**config.mk**
```make
export PLATFORM = sky130hd
export DESIGN_NAME = divsqrt_seq
export DESIGN_NICKNAME = d
export VERILOG_FILES = /design/src/rtl/divsqrt_pkg.sv /design/src/rtl/ds_operand_prep.sv /design/src/rtl/ds_csub.sv /design/src/rtl/ds_iter_step.sv /design/src/rtl/ds_result_fix.sv /design/src/rtl/divsqrt_seq.sv
export SDC_FILE = /design/constraint.sdc
export NUM_CORES = 1
export LEC_CHECK = 0
export BUFFER_PORTS_ARGS = -buffer_cell sky130_fd_sc_hd__buf_2
export CORE_ASPECT_RATIO = 1.4
export CORE_MARGIN = 2
export CORE_UTILIZATION = 50
export DETAILED_ROUTE_END_ITERATION = 8
export GPL_ROUTABILITY_DRIVEN = 0
export GPL_TIMING_DRIVEN = 1
export PLACE_DENSITY = 0.68
export SLEW_MARGIN = 20
export SYNTH_ARGS = -nofsm -noshare
export SYNTH_HDL_FRONTEND = slang
export SYNTH_SLANG_ARGS = --single-unit
```
**constraint.sdc**
```tcl
create_clock -name clk -period 23 [get_ports clk]
set_input_delay 6.9 -clock clk [delete_from_list [all_inputs] [get_ports clk]]
set_output_delay 6.9 -clock clk [all_outputs]
set_load 0.1 [all_outputs]
```
**src/rtl/divsqrt_pkg.sv**
```systemverilog
package divsqrt_pkg;

    typedef enum logic [1:0] {
        OP_QUO  = 2'b00,
        OP_REM  = 2'b01,
        OP_SQRT = 2'b10,
        OP_RSVD = 2'b11
    } ds_op_e;

endpackage

```
**src/rtl/ds_operand_prep.sv**
```systemverilog
module ds_operand_prep
    import divsqrt_pkg::*;
#(
    parameter int W = 32
) (
    input  logic [W-1:0] a_i,
    input  logic [W-1:0] b_i,
    input  ds_op_e       op_i,
    output logic [W-1:0] dvsr_o,
    output logic [W-1:0] init_o,
    output logic         neg_quo_o,
    output logic         neg_rem_o,
    output logic         div_zero_o
);

    logic [W-1:0] a_mag;
    logic [W-1:0] b_mag;

    always_comb begin
        a_mag      = a_i[W-1] ? (~a_i + 1'b1) : a_i;
        b_mag      = b_i[W-1] ? (~b_i + 1'b1) : b_i;
        neg_quo_o  = a_i[W-1] ^ b_i[W-1];
        neg_rem_o  = a_i[W-1];
        div_zero_o = (b_i == '0);
        dvsr_o     = b_mag;
        unique case (op_i)
            OP_QUO, OP_REM: init_o = a_mag;
            OP_SQRT:        init_o = a_i[W-1] ? '0 : a_i;
            default:        init_o = '0;
        endcase
    end

endmodule

```
**src/rtl/ds_csub.sv**
```systemverilog
module ds_csub #(
    parameter int RW = 33
) (
    input  logic [RW-1:0] x_i,
    input  logic [RW-1:0] y_i,
    output logic [RW-1:0] diff_o,
    output logic          ge_o
);

    logic [RW:0] full;

    always_comb begin
        full   = {1'b0, x_i} - {1'b0, y_i};
        diff_o = full[RW-1:0];
        ge_o   = ~full[RW];
    end

endmodule

```
**src/rtl/ds_iter_step.sv**
```systemverilog
module ds_iter_step #(
    parameter int W = 32,
    localparam int HW = W / 2
) (
    input  logic          is_sqrt_i,
    input  logic [W-1:0]  rem_i,
    input  logic [W-1:0]  acc_i,
    input  logic [HW-1:0] root_i,
    input  logic [W-1:0]  dvsr_i,
    output logic [W-1:0]  rem_o,
    output logic [W-1:0]  acc_o,
    output logic [HW-1:0] root_o
);

    logic [W:0] div_r1;
    logic [W:0] sq_s;
    logic [W:0] x0;
    logic [W:0] y0;
    logic [W:0] d0;
    logic       g0;
    logic [W:0] r1n;
    logic [W:0] r2;
    logic [W:0] d1;
    logic       g1;
    logic [W:0] r2n;

    // first stage: shared between the two operations
    assign div_r1 = {rem_i, acc_i[W-1]};
    assign sq_s   = {rem_i[W-2:0], acc_i[W-1:W-2]};
    assign x0     = is_sqrt_i ? sq_s : div_r1;
    assign y0     = is_sqrt_i ? (W+1)'({root_i, 2'b01}) : {1'b0, dvsr_i};

    ds_csub #(.RW(W+1)) i_stage0 (
        .x_i    (x0),
        .y_i    (y0),
        .diff_o (d0),
        .ge_o   (g0)
    );

    assign r1n = g0 ? d0 : x0;

    // second stage: division only, gives the second quotient bit
    assign r2 = {r1n[W-1:0], acc_i[W-2]};

    ds_csub #(.RW(W+1)) i_stage1 (
        .x_i    (r2),
        .y_i    ({1'b0, dvsr_i}),
        .diff_o (d1),
        .ge_o   (g1)
    );

    assign r2n = g1 ? d1 : r2;

    always_comb begin
        if (is_sqrt_i) begin
            rem_o  = r1n[W-1:0];
            acc_o  = {acc_i[W-3:0], 2'b00};
            root_o = {root_i[HW-2:0], g0};
        end else begin
            rem_o  = r2n[W-1:0];
            acc_o  = {acc_i[W-3:0], g0, g1};
            root_o = root_i;
        end
    end

endmodule

```
**src/rtl/ds_result_fix.sv**
```systemverilog
module ds_result_fix
    import divsqrt_pkg::*;
#(
    parameter int W = 32,
    localparam int HW = W / 2
) (
    input  ds_op_e        op_i,
    input  logic          neg_quo_i,
    input  logic          neg_rem_i,
    input  logic          div_zero_i,
    input  logic [W-1:0]  a_i,
    input  logic [W-1:0]  quo_mag_i,
    input  logic [W-1:0]  rem_mag_i,
    input  logic [HW-1:0] root_i,
    output logic [W-1:0]  result_o
);

    logic [W-1:0] quo_s;
    logic [W-1:0] rem_s;

    always_comb begin
        quo_s = neg_quo_i ? (~quo_mag_i + 1'b1) : quo_mag_i;
        rem_s = neg_rem_i ? (~rem_mag_i + 1'b1) : rem_mag_i;
        unique case (op_i)
            OP_QUO:  result_o = div_zero_i ? '1 : quo_s;
            OP_REM:  result_o = div_zero_i ? a_i : rem_s;
            OP_SQRT: result_o = {{(W-HW){1'b0}}, root_i};
            default: result_o = '0;
        endcase
    end

endmodule

```
**src/rtl/divsqrt_seq.sv**
```systemverilog
module divsqrt_seq
    import divsqrt_pkg::*;
#(
    parameter int W = 32
) (
    input  logic         clk,
    input  logic         rst_n,
    input  logic         start,
    input  logic [1:0]   op,
    input  logic [W-1:0] a,
    input  logic [W-1:0] b,
    output logic         busy,
    output logic         done,
    output logic [W-1:0] result
);

    localparam int HW    = W / 2;
    localparam int STEPS = W / 2;
    localparam int CW    = $clog2(STEPS);
    localparam logic [CW-1:0] LAST = CW'(STEPS - 1);

    typedef struct packed {
        logic          busy;
        logic          done;
        logic [CW-1:0] cnt;
        ds_op_e        op;
        logic          neg_quo;
        logic          neg_rem;
        logic          div_zero;
        logic [W-1:0]  a_keep;
        logic [W-1:0]  dvsr;
        logic [W-1:0]  rem;
        logic [W-1:0]  acc;
        logic [HW-1:0] root;
        logic [W-1:0]  result;
    } ds_state_t;

    ds_state_t s_d, s_q;

    logic [W-1:0]  prep_dvsr;
    logic [W-1:0]  prep_init;
    logic          prep_neg_quo;
    logic          prep_neg_rem;
    logic          prep_div_zero;
    logic [W-1:0]  step_rem;
    logic [W-1:0]  step_acc;
    logic [HW-1:0] step_root;
    logic [W-1:0]  fix_result;

    ds_operand_prep #(.W(W)) i_prep (
        .a_i        (a),
        .b_i        (b),
        .op_i       (ds_op_e'(op)),
        .dvsr_o     (prep_dvsr),
        .init_o     (prep_init),
        .neg_quo_o  (prep_neg_quo),
        .neg_rem_o  (prep_neg_rem),
        .div_zero_o (prep_div_zero)
    );

    ds_iter_step #(.W(W)) i_step (
        .is_sqrt_i (s_q.op == OP_SQRT),
        .rem_i     (s_q.rem),
        .acc_i     (s_q.acc),
        .root_i    (s_q.root),
        .dvsr_i    (s_q.dvsr),
        .rem_o     (step_rem),
        .acc_o     (step_acc),
        .root_o    (step_root)
    );

    ds_result_fix #(.W(W)) i_fix (
        .op_i       (s_q.op),
        .neg_quo_i  (s_q.neg_quo),
        .neg_rem_i  (s_q.neg_rem),
        .div_zero_i (s_q.div_zero),
        .a_i        (s_q.a_keep),
        .quo_mag_i  (step_acc),
        .rem_mag_i  (step_rem),
        .root_i     (step_root),
        .result_o   (fix_result)
    );

    always_comb begin
        s_d      = s_q;
        s_d.done = 1'b0;
        if (s_q.busy) begin
            s_d.rem  = step_rem;
            s_d.acc  = step_acc;
            s_d.root = step_root;
            s_d.cnt  = s_q.cnt + 1'b1;
            if (s_q.cnt == LAST) begin
                s_d.busy   = 1'b0;
                s_d.done   = 1'b1;
                s_d.result = fix_result;
            end
        end else if (start) begin
            s_d.busy     = 1'b1;
            s_d.cnt      = '0;
            s_d.op       = ds_op_e'(op);
            s_d.neg_quo  = prep_neg_quo;
            s_d.neg_rem  = prep_neg_rem;
            s_d.div_zero = prep_div_zero;
            s_d.a_keep   = a;
            s_d.dvsr     = prep_dvsr;
            s_d.rem      = '0;
            s_d.acc      = prep_init;
            s_d.root     = '0;
        end
    end

    always_ff @(posedge clk or negedge rst_n) begin
        if (!rst_n) begin
            s_q <= '0;
        end else begin
            s_q <= s_d;
        end
    end

    assign busy   = s_q.busy;
    assign done   = s_q.done;
    assign result = s_q.result;

endmodule

```
* Word-level counts from Yosys, hierarchy flattened *
Index checks and enable logic that the tools add are counted.
Widths: inputs -> output; s select.

operators by class
  bitwise gates (word level) = 8
  equal/unequal tests = 5
  muxes and demuxes = 23
  reduce and logical (&&, ||, !) cells = 7
  $add $sub $neg = 7

operator list
  kind                   count
  $mux 32                10
  $mux 153               1
  $add 32x1->32 const B  4
  $not 32->32            4
  $pmux 32 s3            1
  $mux 80                1
  $sub 33x32->34         2
  $pmux 32 s2            1
  $mux 33                1
  $logic_not 32->1       1
  $mux 31                1
  $mux 16                1
  $add 4x1->4 const B    1
  $eq 2x1->1 const B     2
  $eq 2x2->1 const B     2
  $eq 4x4->1 const B     1
  $logic_not 2->1        2
  $mux 2                 2
  $mux 4                 1
  $reduce_and 2->1       2
  $mux 1                 3
  $not 1->1              3
  $reduce_bool 2->1      1
  $reduce_or 2->1        1
  $xor 1x1->1            1

word-level totals
  bits of input ports = 69
  output and inout port bits = 34
  bits in registers = 187
  logic and storage cells = 63

* Longest topological paths before layout *
Gate-level depths: netlist of run 1.

  depth in word-level cells = 12
  mapped depth = 45
  gate-level depth less buffers = 34

* Cells and area by module *
From an unflattened synthesis of run 1, not the netlist that was laid out.

unflattened totals
  cell total of the unflattened synthesis = 2235
  area total of the unflattened synthesis = 18258.8 µm²

by module, submodules not included
  module                     instances  area an instance (µm²)  seq. area each (µm²)  cells each
  divsqrt_seq                1          7427.1                  4679.5                578
  ds_result_fix              1          2637.5                  0.0                   396
  ds_iter_step               1          2563.7                  0.0                   423
  ds_csub (i_step.i_stage1)  1          2005.7                  0.0                   294
  ds_csub (i_step.i_stage0)  1          1998.2                  0.0                   299
  ds_operand_prep            1          1626.6                  0.0                   245

* Worst setup path after synthesis of run 1 *
No wires, ideal clock.

  path kind = input to register
  start point = in b[0]
  end point = reg s_q[142] in the netlist's numbering
  data arrival time = 10044 ps
  stages = 13
  setup time = 130 ps
  path buffers = 0
  data required time = 22870 ps
  slack = 12826 ps
  path through = inv_1 > ha_1 > nand2_1 > or3_1 > or3_1 > or4_1 > nand2b_1 > or4_1 > nand2b_1 > or4_1 > o41ai_1 > xor2_1 > o21ai_1

between the ends
  longest elaborated chain between the ends = 3

RTL lines
  element                 RTL line               text
  start: declaration      divsqrt_seq.sv:11      input logic [W-1:0] b,
  $not 32->32             ds_operand_prep.sv:21  b_mag = b_i[W-1] ? (~b_i + 1'b1) : b_i;
  $add 32x1->32           ds_operand_prep.sv:21
  $mux 32                 ds_operand_prep.sv:21
  end signal: assignment  divsqrt_seq.sv:114     s_q <= '0;
  end signal: assignment  divsqrt_seq.sv:116     s_q <= s_d;
  end: declaration        divsqrt_seq.sv:38      ds_state_t s_d, s_q;

No other way between the ends.
A chain may end at the register's enable or synchronous reset.

* Final worst setup path of run 1 *
  start point = reg s_q[179] in the netlist's numbering
  end point = reg s_q (netlist bit result[31])

between the ends
  longest elaborated chain between the ends = 12
  elaborated cells on any way between the ends = 22
  classes of those cells = add/sub (4); eq/ne (2); mux (11); bitwise (4); reduce/logical (1)

RTL lines
  element                                      RTL line                                  text
  $eq 2x2->1                                   ds_result_fix.sv:24, divsqrt_seq.sv:62
  $mux 33 / $mux 32 (equally long branches)    ds_iter_step.sv:30, ds_iter_step.sv:31
  $sub 33x32->34                               ds_csub.sv:13                             full = {1'b0, x_i} - {1'b0, y_i};
  $mux 32                                      ds_iter_step.sv:40                        assign r1n = g0 ? d0 : x0;
  $sub 33x32->34                               ds_csub.sv:13
  $mux 32 / $not 1->1 (equally long branches)  ds_iter_step.sv:52, ds_csub.sv:15
  $mux 32 / $mux 2 (equally long branches)     ds_iter_step.sv:55                        if (is_sqrt_i) begin
  $not 32->32, on equally long branches        ds_result_fix.sv:23, ds_result_fix.sv:22
  $add 32x1->32, on equally long branches      ds_result_fix.sv:23, ds_result_fix.sv:22
  $mux 32, on equally long branches            ds_result_fix.sv:23, ds_result_fix.sv:22
  $mux 32, on equally long branches            ds_result_fix.sv:26, ds_result_fix.sv:25
  $pmux 32 s3 (*)                              ds_result_fix.sv:24                       unique case (op_i)

Every way passes the cells marked *; elsewhere a longest branch is shown, timed or not.

==> metrics, run 1 <==
CTS buffer count 17; Worst R2R Path Depth 26; port bufs 102; number of DRC markers in iteration 0 1640; Syn-to-layout area delta 6.23%; Max-Cap Viols 0; CP startpoint s_q[179]$_DFFE_PN0P_; final wirelength 59300 um; Hold Vio Cnt, Final 0; largest net degree at the start of global routing 96; vias per inst 6.47; CP required 23.35 ns; drc violations 0; crit path max fanout 47; initial antenna violation count 0; Synth Flop Type dfrtp_1; Setup TNS 0 ns; Critical Path End Type flop; H-tree depth 4; Startpoint Class flop; Final Slew Violations 0; Yosys top cell by area dfrtp_1; routed len/inst 22.4 um; CTS tree done; worst setup path endpoint result[31]$_DFFE_PN0P_; syn_area_per_cell about 7.7 sq um; Post-Syn Nets approximately 2300; Nets 2322; Critical Path AT about 11 ns; grt total ovfl 0; # IOs 103; core area 0.0338 sq mm; register-to-register path setup slack 12.70 ns; Rows 80; Final ANT Viol Nets 0; diodes inserted 0; post-layout util 53.5%; CTS resizes 0; RSZ-0062 raised after global routing false; sequential share of the synthesized area approximately 27%; GRT Overall Usage 33.3%; Distinct cells, synth 107; hold-fix buffer count after cts 0; clock sinks approximately 190; Critical R2R Capture result[31]$_DFFE_PN0P_; worst min-delay path class flop to flop; ys async rst share 100%; Clock transition at path regs 0.07 ns; Area contributors post-synth dfrtp_1 27%, nand2_1 8.1%, o21ai_0 7.3%; critical path class flop to flop; filler instances 3350; slew margin rel. between 20 and 30%; postcts setup bufs 0; Die H 222 um; Tightest Pin Transition 1.08 ns; via count about 17000; most common library cells after synthesis 368 x nand2_1, 248 x o21ai_0, 186 x dfrtp_1, 118 x a21oi_1, 117 x nor2_1; FMAX approximately 100 MHz; post-synthesis register bit count around 190; Max Buffers Root-to-Sink 2; # setup viols final 0; clk_skew 0.0141 ns; Syn Std Cell Area ~0.017 sq mm; synthesized instance count 2204; run status finished, final reports clean; post-DP HPWL 45200 um; fin crit share 44.8%; die area 0.0356 sq mm; Clock Latency Late Sink 0.46 ns; clk root buf clkbuf_16; vias in the first global route around 16000; layout cells sized above 1 11.7%; Initial DRT Pass Iterations 6; Post-synth EDFFs 0; Final min period 10.30 ns; Synth Warn # 0; RR Startpoint s_q[179]$_DFFE_PN0P_; initial core utilization 50.3%; cell with the most instances after synthesis nand2_1; post-synth top area share 27.3%; first-pass GRT wire length roughly 93000 um; Chip Width about 160 um
[final cells by class]
class	count	area, sq um	area share [%]
multi-input combinational	1769	11300	62.4
sequential	186	4660	25.7
timing repair buffer	124	684	3.78
tap	451	564	3.12
clock buffer	21	470	2.60
inverter	85	319	1.76
clock inverter	11	113	0.622
[cells in the final DEF, fill, tap and decap left out, drive strengths merged, types with 42 or more instances in the layout]
cell type	count
xnor2	57
o211ai	42
buf	123
o21ai	263
inv	84
dfrtp	186
nor3	47
nand3	74
nand2	370
a21oi	123
ha	68
xor2	74
nor2	118
[worst max-delay path: stages (launching register included)]
cell and delay, ns:
dfrtp_1 0.73, nand2b_4 0.60, buf_4 0.55, nand2_1 0.14, ha_1 0.50, nand4_1 0.27, a2111oi_4 0.29, and3_1 0.28
nor3b_4 0.77, nor2_2 0.26, buf_4 0.31, mux2i_1 0.19, ha_1 0.29, nor2b_1 0.15, o2111ai_1 0.32, a2111oi_4 0.66
o2111ai_2 0.30, a31oi_4 0.35, nor4_2 0.08, buf_4 0.21, or2_1 0.53, a311o_1 0.62, nor2_1 0.22, nor4b_1 0.49
nand4_1 0.26, o311a_1 0.39, o32a_1 0.34
[metrics by stage]
step	cells	cell area (sq um)	setup slack [ns]	hold slack [ns]
after floorplan	2204	17000	12.83	0.445
after global placement	2615	17500	12.46	0.462
after detailed placement	2615	17500	12.42	0.467
after CTS	2647	18100	12.88	0.484
after global routing	2647	18100	12.10	0.512
final	2647	18100	12.70	0.477
[logic make-up (layout without fill, tap and decap cells)]
logic type                 after synthesis  count (layout)  share of synthesized area, %
DFF                                    186             186                          27.3
AOI/OAI and AO/OA                      717             717                          28.4
adders and majority gates               70              70                          5.23
and+or+nand+nor                        793             793                          22.0
buffers and inverters                  249             241                          6.57
muxes                                   58              58                          3.73
xor gates and xnor gates               131             131                          6.74
[worst min-delay path by stage]
stage | endpoint | from | slack, ns | cells past startpoint
CTS | s_q[154]$_DFFE_PN0P_ | s_q[154]$_DFFE_PN0P_ | 0.48 | 2
finish | s_q[154]$_DFFE_PN0P_ | s_q[154]$_DFFE_PN0P_ | 0.48 | 2
floorplan | s_q[154]$_DFFE_PN0P_ | s_q[154]$_DFFE_PN0P_ | 0.44 | 2
global placement | result[1]$_DFFE_PN0P_ | result[1]$_DFFE_PN0P_ | 0.46 | 2
global route | s_q[118]$_DFFE_PN0P_ | s_q[118]$_DFFE_PN0P_ | 0.51 | 2
detailed placement | s_q[154]$_DFFE_PN0P_ | s_q[154]$_DFFE_PN0P_ | 0.47 | 2
[per-layer routing]
layer / vias to the layer above / GRT usage, % / part of all wire [%]
met5: - / 0 / 0
met4: 0 / 21.0 / 7.1
met3: 229 / 4.70 / 6.4
met2: 784 / 57.3 / 49
met1: 8157 / 38.8 / 37
li1: 7962 / - / -
[registers in the layout (all words and copies together), names as in the netlist]
register / flops
busy: 1
done: 1
result: 32
s_q: 152
Power of run 1 is not shown: default switching activity piles up to over one toggle a cycle in this logic, so the estimate is an artifact.
==> inputs of run 2 (changes only) <==
Clock period 23 ns to 10.4 ns, I/O delays scaled along.
==> run 2 against run 1 <==
Against the previous run: clock-buffer cell count down 2; global-route usage up 0.49 points; critical path depth up 6; worst hold slack better by 0.0046 ns; sequential share of layout area down 0.11 points; routed wire length up 1.6%.
==> metrics, run 2 (same netlist as run 1, synthesis figures left out) <==
run status finished, final reports clean; Final Slew Violations 0 (unchanged); Max-Cap Viols 0 (unchanged); Clock Latency Late Sink 0.48 ns (+0.02 ns); Worst R2R Path Depth 32 (+23%); final wirelength 60300 um (+1.6%); initial core utilization 50.3% (unchanged); port bufs 102 (unchanged); register-to-register path setup slack 1.17 ns (-11.53 ns); worst min-delay path class flop to flop; most used cell, CP a21oi_1; area of the multi-input gates 0.0113 sq mm (unchanged); Hold Crit Start s_q[118]$_DFFE_PN0P_; largest net degree at the start of global routing 123 (+28%); CP startpoint s_q[180]$_DFFE_PN0P_; Critical R2R Capture result[28]$_DFFE_PN0P_; worst hold margin 0.481 ns (+0.00463 ns); CP required 10.75 ns (-12.60 ns); GRT Overall Usage 33.7% (+0.49 points); number of DRC markers in iteration 0 1924 (+17%); drc violations 0 (unchanged); Tightest Pin Transition 1.15 ns (+0.0750 ns); first-pass GRT wire length 94200 um (+1.1%); Syn-to-layout area delta 6.67%; worst setup path endpoint result[28]$_DFFE_PN0P_; Die H 222 um (unchanged); Rows 80 (unchanged); clk root buf clkbuf_16; Clock transition at path regs 0.07 ns (about the same); die area 0.0356 sq mm (unchanged); initial antenna violation count 1 (+1); via count 17400 (+1.4%); CTS tree done; postcts setup bufs 0 (unchanged); max FFs per register 152 (unchanged); routed len/inst 22.7 um (+1.3%); Final min period 9.23 ns (-1.07 ns); RSZ-0062 raised after global routing false; Reg area 0.00466 sq mm (unchanged); core area 0.0338 sq mm (unchanged); Final ANT Viol Nets 0 (unchanged); CTS buffer count 17 (unchanged); post-DP HPWL 46300 um (+2.5%); slew margin rel. 22.9% (-5.0 points); Critical Path AT 9.58 ns (-1.07 ns); most frequent cells in the layout 368 x nand2_1, 247 x o21ai_0, 185 x dfrtp_1; vias per inst 6.54 (+1.1%); Critical Path End Type flop; Hold Vio Cnt, Final 0 (unchanged); fin crit share 88.7% (+44 points); CP Depth 32 (+23%); Initial DRT Pass Iterations 8 (+2); clock sinks 186 (unchanged); Nets 2329 (+0.30%); layout cells sized above 1 11.9% (+0.28 points); most common cell after layout, fill and taps aside nand2_1; CTS resizes 0 (unchanged); Max stage delay on crit path 0.87 ns (+0.10 ns); CP delay by family, top compound AO/OA/AOI/OAI gates; RR Startpoint s_q[180]$_DFFE_PN0P_; vias in the first global route 16800 (+2.0%); Bufs and invs on worst path 3 (unchanged); critical path class flop to flop; # setup viols final 0 (unchanged); Slowest cell on crit path nor3b_4; grt total ovfl 0 (unchanged); Chip Width 160 um (unchanged); # IOs 103 (unchanged); FMAX 108 MHz (+12%); Setup TNS 0 ns (unchanged); clk_skew 0.0173 ns (+0.00317 ns); hold-fix buffer count after cts 0 (unchanged); Largest Register s_q; Max Buffers Root-to-Sink 2 (unchanged); Startpoint Class flop; filler instances 3404 (+1.6%); crit path max fanout 60 (+28%); H-tree depth 4 (unchanged)
run 2: how the worst min path moves through the flow:
stage,to,depth (start not counted)
after floorplan,s_q[154]$_DFFE_PN0P_,2
after global placement,result[10]$_DFFE_PN0P_,2
after detailed placement,s_q[154]$_DFFE_PN0P_,2
after CTS,s_q[118]$_DFFE_PN0P_,2
after global routing,s_q[120]$_DFFE_PN0P_,2
final,s_q[118]$_DFFE_PN0P_,2
run 2: metal layers:
layer	track usage, %	vias to the layer above	wire, um
met5	0	-	0
met4	24.3	0	4910
met3	5.21	246	4520
met2	57.0	935	28700
met1	38.9	8212	22100
li1	-	7973	-
run 2: stage by stage:
stage | cell area, sq um | std cells | util (%) | setup WS (ns)
3_5_place_dp | 17600 | 2622 | 52.0 | 1.42
2_1_floorplan | 17000 | 2204 | - | 0.572
6_report | 18200 | 2655 | 53.7 | 1.17
5_1_grt | 18200 | 2654 | 53.7 | 0.604
3_3_place_gp | 17600 | 2622 | 52.0 | 1.60
4_1_cts | 18200 | 2654 | 53.7 | 1.37
run 2: area by class of cell:
cell class,instances,share of cell area (%)
antenna,1,0.0138
clock buffer,19,2.44
clock inverter,13,0.744
inverter,85,1.76
multi-input combinational,1769,62.1
sequential,186,25.6
tap,451,3.11
timing repair buffer,131,4.19
run 2: tightest hold or removal path: stages (launching register included):
cell and delay (ns):
dfrtp_1 0.34, nand2_1 0.05, o21ai_0 0.06
Power of run 2 is left out for the same reason.
